**src/rtl/agu_pkg.sv**
```systemverilog
package agu_pkg;

  typedef enum logic [1:0] {
    AM_PRE    = 2'd0,
    AM_PRE_WB = 2'd1,
    AM_POST   = 2'd2,
    AM_PC_REL = 2'd3
  } addr_mode_e;

  typedef enum logic [1:0] {
    SH_LSL  = 2'd0,
    SH_LSR  = 2'd1,
    SH_ASR  = 2'd2,
    SH_NONE = 2'd3
  } shift_kind_e;

endpackage

```
**src/rtl/agu_offset_shift.sv**
```systemverilog
module agu_offset_shift
  import agu_pkg::*;
#(
  parameter int unsigned W       = 32,
  parameter int unsigned SHAMT_W = 5
) (
  input  logic [W-1:0]       value,
  input  shift_kind_e        kind,
  input  logic [SHAMT_W-1:0] amount,
  output logic [W-1:0]       shifted
);

  localparam int unsigned STAGES = SHAMT_W;

  logic            go_left;
  logic            fill_bit;
  logic [W-1:0]    stage [STAGES+1];

  assign go_left  = (kind == SH_LSL);
  assign fill_bit = (kind == SH_ASR) ? value[W-1] : 1'b0;
  assign stage[0] = value;

  // log-depth barrel: stage i moves by 2**i when amount bit i is set
  for (genvar i = 0; i < STAGES; i++) begin : g_stage
    localparam int unsigned D = 2 ** i;
    logic [W-1:0] fill_mask;
    logic [W-1:0] moved;

    assign fill_mask = {W{fill_bit}} << (W - D);

    always_comb begin
      if (go_left) moved = stage[i] << D;
      else         moved = (stage[i] >> D) | fill_mask;
    end

    assign stage[i+1] = amount[i] ? moved : stage[i];
  end

  assign shifted = (kind == SH_NONE) ? value : stage[STAGES];

endmodule

```
**src/rtl/agu_addr_calc.sv**
```systemverilog
module agu_addr_calc
  import agu_pkg::*;
#(
  parameter int unsigned W        = 32,
  parameter int unsigned IMM_W    = 12,
  parameter int unsigned PC_AHEAD = 8
) (
  input  addr_mode_e     mode,
  input  logic [W-1:0]   base,
  input  logic [W-1:0]   pc,
  input  logic [IMM_W-1:0] imm,
  input  logic           use_reg,
  input  logic           sub,
  input  logic [W-1:0]   reg_disp,
  output logic [W-1:0]   ea,
  output logic [W-1:0]   wb_data,
  output logic           wb_en
);

  localparam logic [W-1:0] AHEAD = W'(PC_AHEAD);

  logic [W-1:0] disp;
  logic [W-1:0] anchor;
  logic [W-1:0] moved;

  // PC-relative forms only take the immediate
  assign disp   = (use_reg && mode != AM_PC_REL) ? reg_disp : W'(imm);
  assign anchor = (mode == AM_PC_REL) ? (pc + AHEAD) : base;
  assign moved  = sub ? (anchor - disp) : (anchor + disp);

  always_comb begin
    ea      = moved;
    wb_data = moved;
    wb_en   = 1'b0;
    unique case (mode)
      AM_PRE:    wb_en = 1'b0;
      AM_PRE_WB: wb_en = 1'b1;
      AM_POST: begin
        ea    = base;
        wb_en = 1'b1;
      end
      AM_PC_REL: wb_en = 1'b0;
      default:   wb_en = 1'b0;
    endcase
  end

endmodule

```
**src/rtl/agu_out_stage.sv**
```systemverilog
module agu_out_stage #(
  parameter int unsigned W = 32
) (
  input  logic         clk,
  input  logic         rst_n,
  input  logic         up_valid,
  output logic         up_ready,
  input  logic [W-1:0] d_ea,
  input  logic [W-1:0] d_wb,
  input  logic         d_wb_en,
  output logic         dn_valid,
  input  logic         dn_ready,
  output logic [W-1:0] q_ea,
  output logic [W-1:0] q_wb,
  output logic         q_wb_en
);

  logic take;

  assign up_ready = !dn_valid || dn_ready;
  assign take     = up_valid && up_ready;

  always_ff @(posedge clk) begin
    if (!rst_n) begin
      dn_valid <= 1'b0;
      q_ea     <= '0;
      q_wb     <= '0;
      q_wb_en  <= 1'b0;
    end else begin
      if (take) begin
        dn_valid <= 1'b1;
        q_ea     <= d_ea;
        q_wb     <= d_wb;
        q_wb_en  <= d_wb_en;
      end else if (dn_ready) begin
        dn_valid <= 1'b0;
      end
    end
  end

  p_stall_hold_r8: assert property (@(posedge clk) disable iff (!rst_n)
    dn_valid && !dn_ready |=> dn_valid && $stable(q_ea) && $stable(q_wb) && $stable(q_wb_en));

  p_accept_shows_r8: assert property (@(posedge clk) disable iff (!rst_n)
    up_valid && up_ready |=> dn_valid);

  p_drain_r8: assert property (@(posedge clk) disable iff (!rst_n)
    dn_valid && dn_ready && !up_valid |=> !dn_valid);

  p_empty_ready_r9: assert property (@(posedge clk) disable iff (!rst_n)
    !dn_valid |-> up_ready);

endmodule

```
**src/rtl/agu_ea_gen.sv**
```systemverilog
module agu_ea_gen
  import agu_pkg::*;
#(
  parameter int unsigned ADDR_W   = 32,
  parameter int unsigned IMM_W    = 12,
  parameter int unsigned SHAMT_W  = 5,
  parameter int unsigned PC_AHEAD = 8
) (
  input  logic               clk,
  input  logic               rst_n,
  input  logic               in_valid,
  output logic               in_ready,
  input  logic [1:0]         in_mode,
  input  logic [ADDR_W-1:0]  in_base,
  input  logic [ADDR_W-1:0]  in_pc,
  input  logic [IMM_W-1:0]   in_imm,
  input  logic               in_use_reg,
  input  logic               in_sub,
  input  logic [ADDR_W-1:0]  in_roff,
  input  logic [1:0]         in_shkind,
  input  logic [SHAMT_W-1:0] in_shamt,
  output logic               out_valid,
  input  logic               out_ready,
  output logic [ADDR_W-1:0]  out_ea,
  output logic [ADDR_W-1:0]  out_wb_data,
  output logic               out_wb_en
);

  addr_mode_e        mode;
  shift_kind_e       kind;
  logic [ADDR_W-1:0] reg_disp;
  logic [ADDR_W-1:0] calc_ea;
  logic [ADDR_W-1:0] calc_wb;
  logic              calc_wb_en;

  assign mode = addr_mode_e'(in_mode);
  assign kind = shift_kind_e'(in_shkind);

  agu_offset_shift #(
    .W       (ADDR_W),
    .SHAMT_W (SHAMT_W)
  ) u_shift (
    .value   (in_roff),
    .kind    (kind),
    .amount  (in_shamt),
    .shifted (reg_disp)
  );

  agu_addr_calc #(
    .W        (ADDR_W),
    .IMM_W    (IMM_W),
    .PC_AHEAD (PC_AHEAD)
  ) u_calc (
    .mode     (mode),
    .base     (in_base),
    .pc       (in_pc),
    .imm      (in_imm),
    .use_reg  (in_use_reg),
    .sub      (in_sub),
    .reg_disp (reg_disp),
    .ea       (calc_ea),
    .wb_data  (calc_wb),
    .wb_en    (calc_wb_en)
  );

  p_pre_no_wb_r1: assert property (@(posedge clk) disable iff (!rst_n)
    in_valid && mode == AM_PRE |-> !calc_wb_en && calc_wb == calc_ea);

  p_prewb_same_r2: assert property (@(posedge clk) disable iff (!rst_n)
    in_valid && mode == AM_PRE_WB |-> calc_wb_en && calc_wb == calc_ea);

  p_post_base_r3: assert property (@(posedge clk) disable iff (!rst_n)
    in_valid && mode == AM_POST |-> calc_wb_en && calc_ea == in_base);

  p_pcrel_no_wb_r4: assert property (@(posedge clk) disable iff (!rst_n)
    in_valid && mode == AM_PC_REL |-> !calc_wb_en);

  agu_out_stage #(
    .W (ADDR_W)
  ) u_stage (
    .clk      (clk),
    .rst_n    (rst_n),
    .up_valid (in_valid),
    .up_ready (in_ready),
    .d_ea     (calc_ea),
    .d_wb     (calc_wb),
    .d_wb_en  (calc_wb_en),
    .dn_valid (out_valid),
    .dn_ready (out_ready),
    .q_ea     (out_ea),
    .q_wb     (out_wb_data),
    .q_wb_en  (out_wb_en)
  );

endmodule

```
**config.mk**
```make
export PLATFORM = sky130hd
export DESIGN_NAME = agu_ea_gen
export DESIGN_NICKNAME = d
export VERILOG_FILES = /design/src/rtl/agu_pkg.sv /design/src/rtl/agu_offset_shift.sv /design/src/rtl/agu_addr_calc.sv /design/src/rtl/agu_out_stage.sv /design/src/rtl/agu_ea_gen.sv
export SDC_FILE = /design/constraint.sdc
export NUM_CORES = 1
export LEC_CHECK = 0
export CAP_MARGIN = 20
export CELL_PAD_IN_SITES_DETAIL_PLACEMENT = 1
export CELL_PAD_IN_SITES_GLOBAL_PLACEMENT = 1
export CORE_MARGIN = 8
export CORE_UTILIZATION = 35
export CTS_CLUSTER_DIAMETER = 150
export DETAILED_ROUTE_END_ITERATION = 12
export DONT_BUFFER_PORTS = 1
export PLACE_DENSITY = 0.65
export SLEW_MARGIN = 20
export SYNTH_ARGS = -nofsm -noshare
export SYNTH_HDL_FRONTEND = slang
export SYNTH_SLANG_ARGS = --single-unit
export TNS_END_PERCENT = 50
```
**constraint.sdc**
```tcl
create_clock -name clk -period 13.9 [get_ports clk]
set_input_delay 2.085 -clock clk [delete_from_list [all_inputs] [get_ports clk]]
set_output_delay 2.085 -clock clk [all_outputs]
set_load 0.01 [all_outputs]
```
Word level (Yosys, flattened, before mapping)

Index checks and enable logic that the tools add are counted.

$add $sub $neg: 3
Reductions and logical operators: 9
Bitwise operators: 5
Equality and inequality tests: 6
Mux-type cells: 19

Operators with widths:

| kind                                                 | count |
|---|---|
| 2-to-1 mux 32 bit                                    | 15 |
| adder 32 bit                                         | 1 |
| adder 32 x 4 -> 32 bit (second input constant)       | 1 |
| OR 16 x 32 -> 32 bit                                 | 1 |
| OR 24 x 32 -> 32 bit                                 | 1 |
| OR 28 x 32 -> 32 bit                                 | 1 |
| OR 30 x 32 -> 32 bit                                 | 1 |
| OR 31 x 32 -> 32 bit                                 | 1 |
| subtractor 32 bit                                    | 1 |
| equality test 2 bit (second input constant)          | 4 |
| logical NOT 2 bit                                    | 2 |
| OR reduction 2 bit                                   | 2 |
| 2-to-1 mux 1 bit                                     | 3 |
| equality test 2 x 1 -> 1 bit (second input constant) | 1 |
| logical AND 1 bit                                    | 2 |
| inequality test 2 bit (second input constant)        | 1 |
| one-hot mux 1 bit (2 select lines)                   | 1 |
| nonzero test 2 bit                                   | 1 |
| logical NOT 1 bit                                    | 1 |
| logical OR 1 bit                                     | 1 |

Input bits: 123
Flip-flop bits (word level): 66
Logic and storage cells: 46
Output and inout bits: 67

Logic depth before layout (Yosys ltp)

Depth in word-level cells: 22
Mapped depth: 31
Mapped depth without buffers: 24

Cells and area by module

From an unflattened synthesis, not the netlist that was laid out.

Cells, all modules: 1,607
Area, all modules: 11,410.9 um^2

Modules (own cells, without submodules):

| module           | cells each | times used | area an instance (um^2) | sequential area each (um^2) |
|---|---|---|---|---|
| agu_offset_shift | 741        | 1          | 4,854.7                 | 0.0 |
| agu_addr_calc    | 579        | 1          | 3,920.0                 | 0.0 |
| agu_out_stage    | 287        | 1          | 2,636.3                 | 1,321.3 |

Worst setup path after synthesis

Ideal clock, no wire load.

Path kind: input -> register
From: input port in_shkind[0]
To: register u_stage.q_ea[30]
Setup time: 0.074 ns
Data arrival time: 7.405 ns
Path slack: 6.421 ns
Cell stages on the path: 29
Buffers on the path: 5
Data required time: 13.826 ns
Cells stage by stage: buf_6 > or2_1 > buf_4 > buf_6 > buf_6 > a2111oi_1 > nor4_1 > a221oi_1 > nand3_1 > a21oi_1 > inv_1 > ha_1 > o221a_2 > and4_1 > clkbuf_1 > a21oi_1 > xnor2_1 > ha_1 > a21oi_1 > o21bai_1 > a21o_1 > a21oi_1 > o31ai_1 > o41a_1 > o21ai_0 > a21oi_1 > nor4b_1 > o21ai_0 > a31oi_1

Word-level cells in the longest chain between the ends: 22
Elaborated cells on any way between the ends: 25
Classes of those cells: 2 x add/sub; 2 x eq/ne; 15 x mux; 5 x bitwise; 1 x reduce/logical

RTL lines:

| element                                                  | line                   | text |
|---|---|---|
| from (decl)                                              | agu_ea_gen.sv:20       | `input logic [1:0] in_shkind,` |
| equality test 2 bit                                      | agu_offset_shift.sv:20 | `assign fill_bit = (kind == SH_ASR) ? value[W-1] : 1'b0;` |
| 2-to-1 mux 1 bit                                         | agu_offset_shift.sv:20 |  |
| OR 31 x 32 -> 32 bit                                     | agu_offset_shift.sv:33 | `else moved = (stage[i] >> D) \| fill_mask;` |
| 2-to-1 mux 32 bit                                        | agu_offset_shift.sv:32 | `if (go_left) moved = stage[i] << D;` |
| 2-to-1 mux 32 bit                                        | agu_offset_shift.sv:36 | `assign stage[i+1] = amount[i] ? moved : stage[i];` |
| OR 30 x 32 -> 32 bit                                     | agu_offset_shift.sv:33 |  |
| 2-to-1 mux 32 bit                                        | agu_offset_shift.sv:32 |  |
| 2-to-1 mux 32 bit                                        | agu_offset_shift.sv:36 |  |
| [6 not listed]                                           | -                      |  |
| OR 16 x 32 -> 32 bit                                     | agu_offset_shift.sv:33 |  |
| 2-to-1 mux 32 bit                                        | agu_offset_shift.sv:32 |  |
| 2-to-1 mux 32 bit                                        | agu_offset_shift.sv:36 |  |
| 2-to-1 mux 32 bit *                                      | agu_offset_shift.sv:39 | `assign shifted = (kind == SH_NONE) ? value : stage[STAGES];` |
| 2-to-1 mux 32 bit *                                      | agu_addr_calc.sv:27    | `assign disp = (use_reg && mode != AM_PC_REL) ? reg_disp : W'(imm);` |
| adder 32 bit / subtractor 32 bit (equally long branches) | agu_addr_calc.sv:29    | `assign moved = sub ? (anchor - disp) : (anchor + disp);` |
| 2-to-1 mux 32 bit *                                      | agu_addr_calc.sv:29    |  |
| 2-to-1 mux 32 bit *                                      | agu_addr_calc.sv:35    | `unique case (mode)` |
| to (signal assigned)                                     | agu_out_stage.sv:26    | `q_ea <= '0;` |
| to (signal assigned)                                     | agu_out_stage.sv:32    | `q_ea <= d_ea;` |
| to (decl)                                                | agu_out_stage.sv:13    | `output logic [W-1:0] q_ea,` |

Mark *: on every way between the ends. The rest lies on a longest branch, timed or not.
A chain may end at the register's enable or synchronous reset.

Final worst setup path

From: input port in_shamt[0]
To: register u_stage.q_ea[30]

Word-level cells in the longest chain between the ends: 18
Elaborated cells on any way between the ends: 19
Classes of those cells: 2 x add/sub; 13 x mux; 4 x bitwise

RTL lines:

| element                                                  | line                   | text |
|---|---|---|
| from (decl)                                              | agu_ea_gen.sv:21       | `input logic [SHAMT_W-1:0] in_shamt,` |
| 2-to-1 mux 32 bit *                                      | agu_offset_shift.sv:36 |  |
| OR 30 x 32 -> 32 bit                                     | agu_offset_shift.sv:33 |  |
| 2-to-1 mux 32 bit                                        | agu_offset_shift.sv:32 |  |
| 2-to-1 mux 32 bit *                                      | agu_offset_shift.sv:36 |  |
| OR 28 x 32 -> 32 bit                                     | agu_offset_shift.sv:33 |  |
| 2-to-1 mux 32 bit                                        | agu_offset_shift.sv:32 |  |
| 2-to-1 mux 32 bit *                                      | agu_offset_shift.sv:36 |  |
| OR 24 x 32 -> 32 bit                                     | agu_offset_shift.sv:33 |  |
| [2 not listed]                                           | -                      |  |
| OR 16 x 32 -> 32 bit                                     | agu_offset_shift.sv:33 |  |
| 2-to-1 mux 32 bit                                        | agu_offset_shift.sv:32 |  |
| 2-to-1 mux 32 bit *                                      | agu_offset_shift.sv:36 |  |
| 2-to-1 mux 32 bit *                                      | agu_offset_shift.sv:39 |  |
| 2-to-1 mux 32 bit *                                      | agu_addr_calc.sv:27    |  |
| adder 32 bit / subtractor 32 bit (equally long branches) | agu_addr_calc.sv:29    |  |
| 2-to-1 mux 32 bit *                                      | agu_addr_calc.sv:29    |  |
| 2-to-1 mux 32 bit *                                      | agu_addr_calc.sv:35    |  |

Marks and branches as above.

==> out/results.tsv <==
metric	value	unit
outcome	complete, no violations	
cts_resized	0	
antenna_found_initial	0	
core_area	30670	sq um
synth.distinct_cells	96	
io_buffer_count	0	
finish.utilization	36.08	%
nets	1618	
setup_tns	0	ps
post_cts_buffers	0	
synth_fp_nets	1728	
via_count	12611	
path_cells	inv_2 -> mux4_2 -> nand3_1 -> o221ai_1 -> a2111o_1 -> a222oi_1 -> and4_1 -> a21oi_1 -> xnor2_1 -> ha_1 -> a21oi_1 -> o21bai_1 -> a21o_1 -> a21oi_1 -> o31ai_1 -> o41a_1 -> o21ai_0 -> a21oi_1 -> nor4b_1 -> o21ai_0 -> a31oi_1	
min_path_type	reg2reg	
cts_buffers	9	
drc	0	
drt_iter0_drc	1260	
insertion_delay	330	ps
grt_max_degree	152	
max_freq	122.0	MHz
cap_viol_max_count	0	
wl_per_cell	28.70	um
cts.hold.buffers_added	0	
avgSynthCellArea	6.961	sq um
crit_arrival	8450	ps
areaGrowthSynthToFinish	1.306	%
synth-seq-cells	66	
ios	190	
path_depth	21	
cts_tree	yes	
clk_pin_slew_worst_paths	50	ps
initial_core_util	35.61	%
slew_headroom	26.77	%
critPathSlowestCell	a2111o_1	
first_global_vias	12396	
seq_area_frac_synth	12.10	%
place_inst	1844	
synthArstFlopShare	0	%
dp_hpwl	40.75	mm
fin_crit_sh	58.96	%
die_h	192.7	um
whs_path_depth	2	
drive_above_1_share	6.562	%
cts_sinks	66	
slew_viol_final	0	
die_x	192.7	um
overflow	0	
htree_levels	3	
p_leak	4.041	nW
p_total	0.9832	mW
clock_path_buffers	2	
critPathMaxFanout	151	
routed_wl	53.35	mm
min_period	8195	ps
cp_top_family	compound AO/OA/AOI/OAI gates	
track_usage	27.47	%
setup_violations	0	
startpoint_type	input port	
finClkSkew	6.526	ps
critical_path_class	in2reg	
crit_top_cell	a21oi_1	
fp.dieArea	37110	sq um
tightestPinTransition	1085	ps
ir_worst_vdd	0.06234	mV
antenna_cells	0	
final_cells	1859	
ant_nets	0	
max_stage_delay	610	ps
synth_flop_cell	dfxtp_1	
reg2reg_depth	6	
rsz0062_at_grt	no	
vias_per_cell	6.784	
rows	64	
critical_path_buf_inv_count	1	
synth_edf_count	0	
yosysWarnings	0	
powerDensity	88.86	nW/um^2
gp_congestion	1.086	
drtPass1Iterations	6	
netlist_area	10920	sq um
clockRootBuffer	clkbuf_16	
synth_cells	1569	
endpoint_kind	flip-flop	
hold_viol	0	
cp.required	14160	ps
grt_pass1_wl	79.12	mm
==> synthesized netlist by cell type, types with 13 or more instances <==
library cell,count,area (sq um)
o211ai_1,35,262.8
buf_2,24,120.1
nand2_1,128,480.5
ha_1,35,437.9
xor2_1,34,297.8
nor2b_1,19,118.9
clkbuf_1,72,270.3
nor3_1,42,210.2
a21o_1,22,165.2
mux2i_1,68,680.7
nand3_1,38,190.2
o22ai_1,22,137.6
buf_6,21,236.5
nand4_1,13,81.33
o21ai_0,104,520.5
a21oi_1,157,785.8
or3b_2,19,166.4
nor4_1,15,93.84
o21a_1,13,97.59
a211oi_1,36,270.3
nand2b_1,20,125.1
nor2_1,182,683.2
inv_1,33,123.9
a31oi_1,30,187.7
dfxtp_1,66,1321
xnor2_1,45,394.1
a311oi_1,23,201.4
==> logic make-up (layout without fill, tap and decap cells) <==
family                     count (synthesis)  after routing  share of synthesized area [%]
DFF                                       66             66                          12.10
AOI/OAI and AO/OA                        582            582                          35.55
and+or+nand+nor                          555            555                          25.51
xor gates and xnor gates                  79             79                          6.335
buffers and inverters                    171             65                          8.191
muxes                                     80             80                          8.122
adders and majority gates                 36             36                          4.193
==> routing by layer <==
| metal | global-route usage (%) | routed length [um] |
|---|---|---|
| met3 | 7.535 | 5128 |
| met1 | 36.20 | 22630 |
| met4 | 10.28 | 2134 |
| met2 | 42.05 | 23460 |
| met5 | 0 | 0 |
==> placed cells by master (no fill, tap or decap), types with 23 or more instances in the layout <==
cell and instances:
a31oi_1 30, o21ai_0 104, dfxtp_1 66, o211ai_1 35, inv_1 33, ha_1 34
nand2_1 127, nor3_1 41, mux2i_1 68, a211oi_1 36, a311oi_1 23, nand3_1 38
xor2_1 34, a21oi_1 157, nor2_1 182, xnor2_1 45
==> per-stage QoR <==
stage / setup slack (ps) / hold WS, ps / area (sq um)
finish: 5705 / 506.5 / 11060
global route: 5365 / 536.1 / 11060
floorplan: 6421 / 476.1 / 10920
global placement: 5794 / 498.1 / 10780
detailed placement: 5691 / 506.3 / 10780
CTS: 6029 / 513.7 / 11060
==> power breakdown <==
group / switching (mW) / leakage, nW / internal (mW)
Clock: 0.0829 / 0.142 / 0.142
Combinational: 0.313 / 3.35 / 0.189
Sequential: 0.0372 / 0.546 / 0.219
==> final timing paths <==
check | startpoint | endpoint | slack, ps
setup / recovery | in_shamt[0] | u_stage.q_ea[30] | 5700
hold / removal | u_stage.q_wb[28] | u_stage.q_wb[28] | 510
hold reg to reg | u_stage.q_wb[28] | u_stage.q_wb[28] | 510
setup reg to reg | u_stage.dn_valid | u_stage.q_ea[31] | 11780
==> worst register-to-register path: cells and delay by family, from the launching register on <==
family	cells	cell delay (ps)
DFF	1	340
buffers and inverters	1	600
and+or+nand+nor	4	950
AOI/OAI and AO/OA	1	180
==> state kept, by name, summed over array words and instances, names as in the netlist <==
register	cells
u_stage.dn_valid	1
u_stage.q_wb	32
u_stage.q_ea	32
u_stage.q_wb_en	1
==> final cells by class <==
class | count | area [sq um]
clock buffer | 12 | 246.5
clock inverter | 3 | 40.04
fill | 3880 | 19610
inverter | 35 | 131.4
multi-input combinational | 1332 | 8717
sequential | 66 | 1321
tap | 396 | 495.5
timing repair buffer | 15 | 112.6
(Power assumes the default switching activity.)
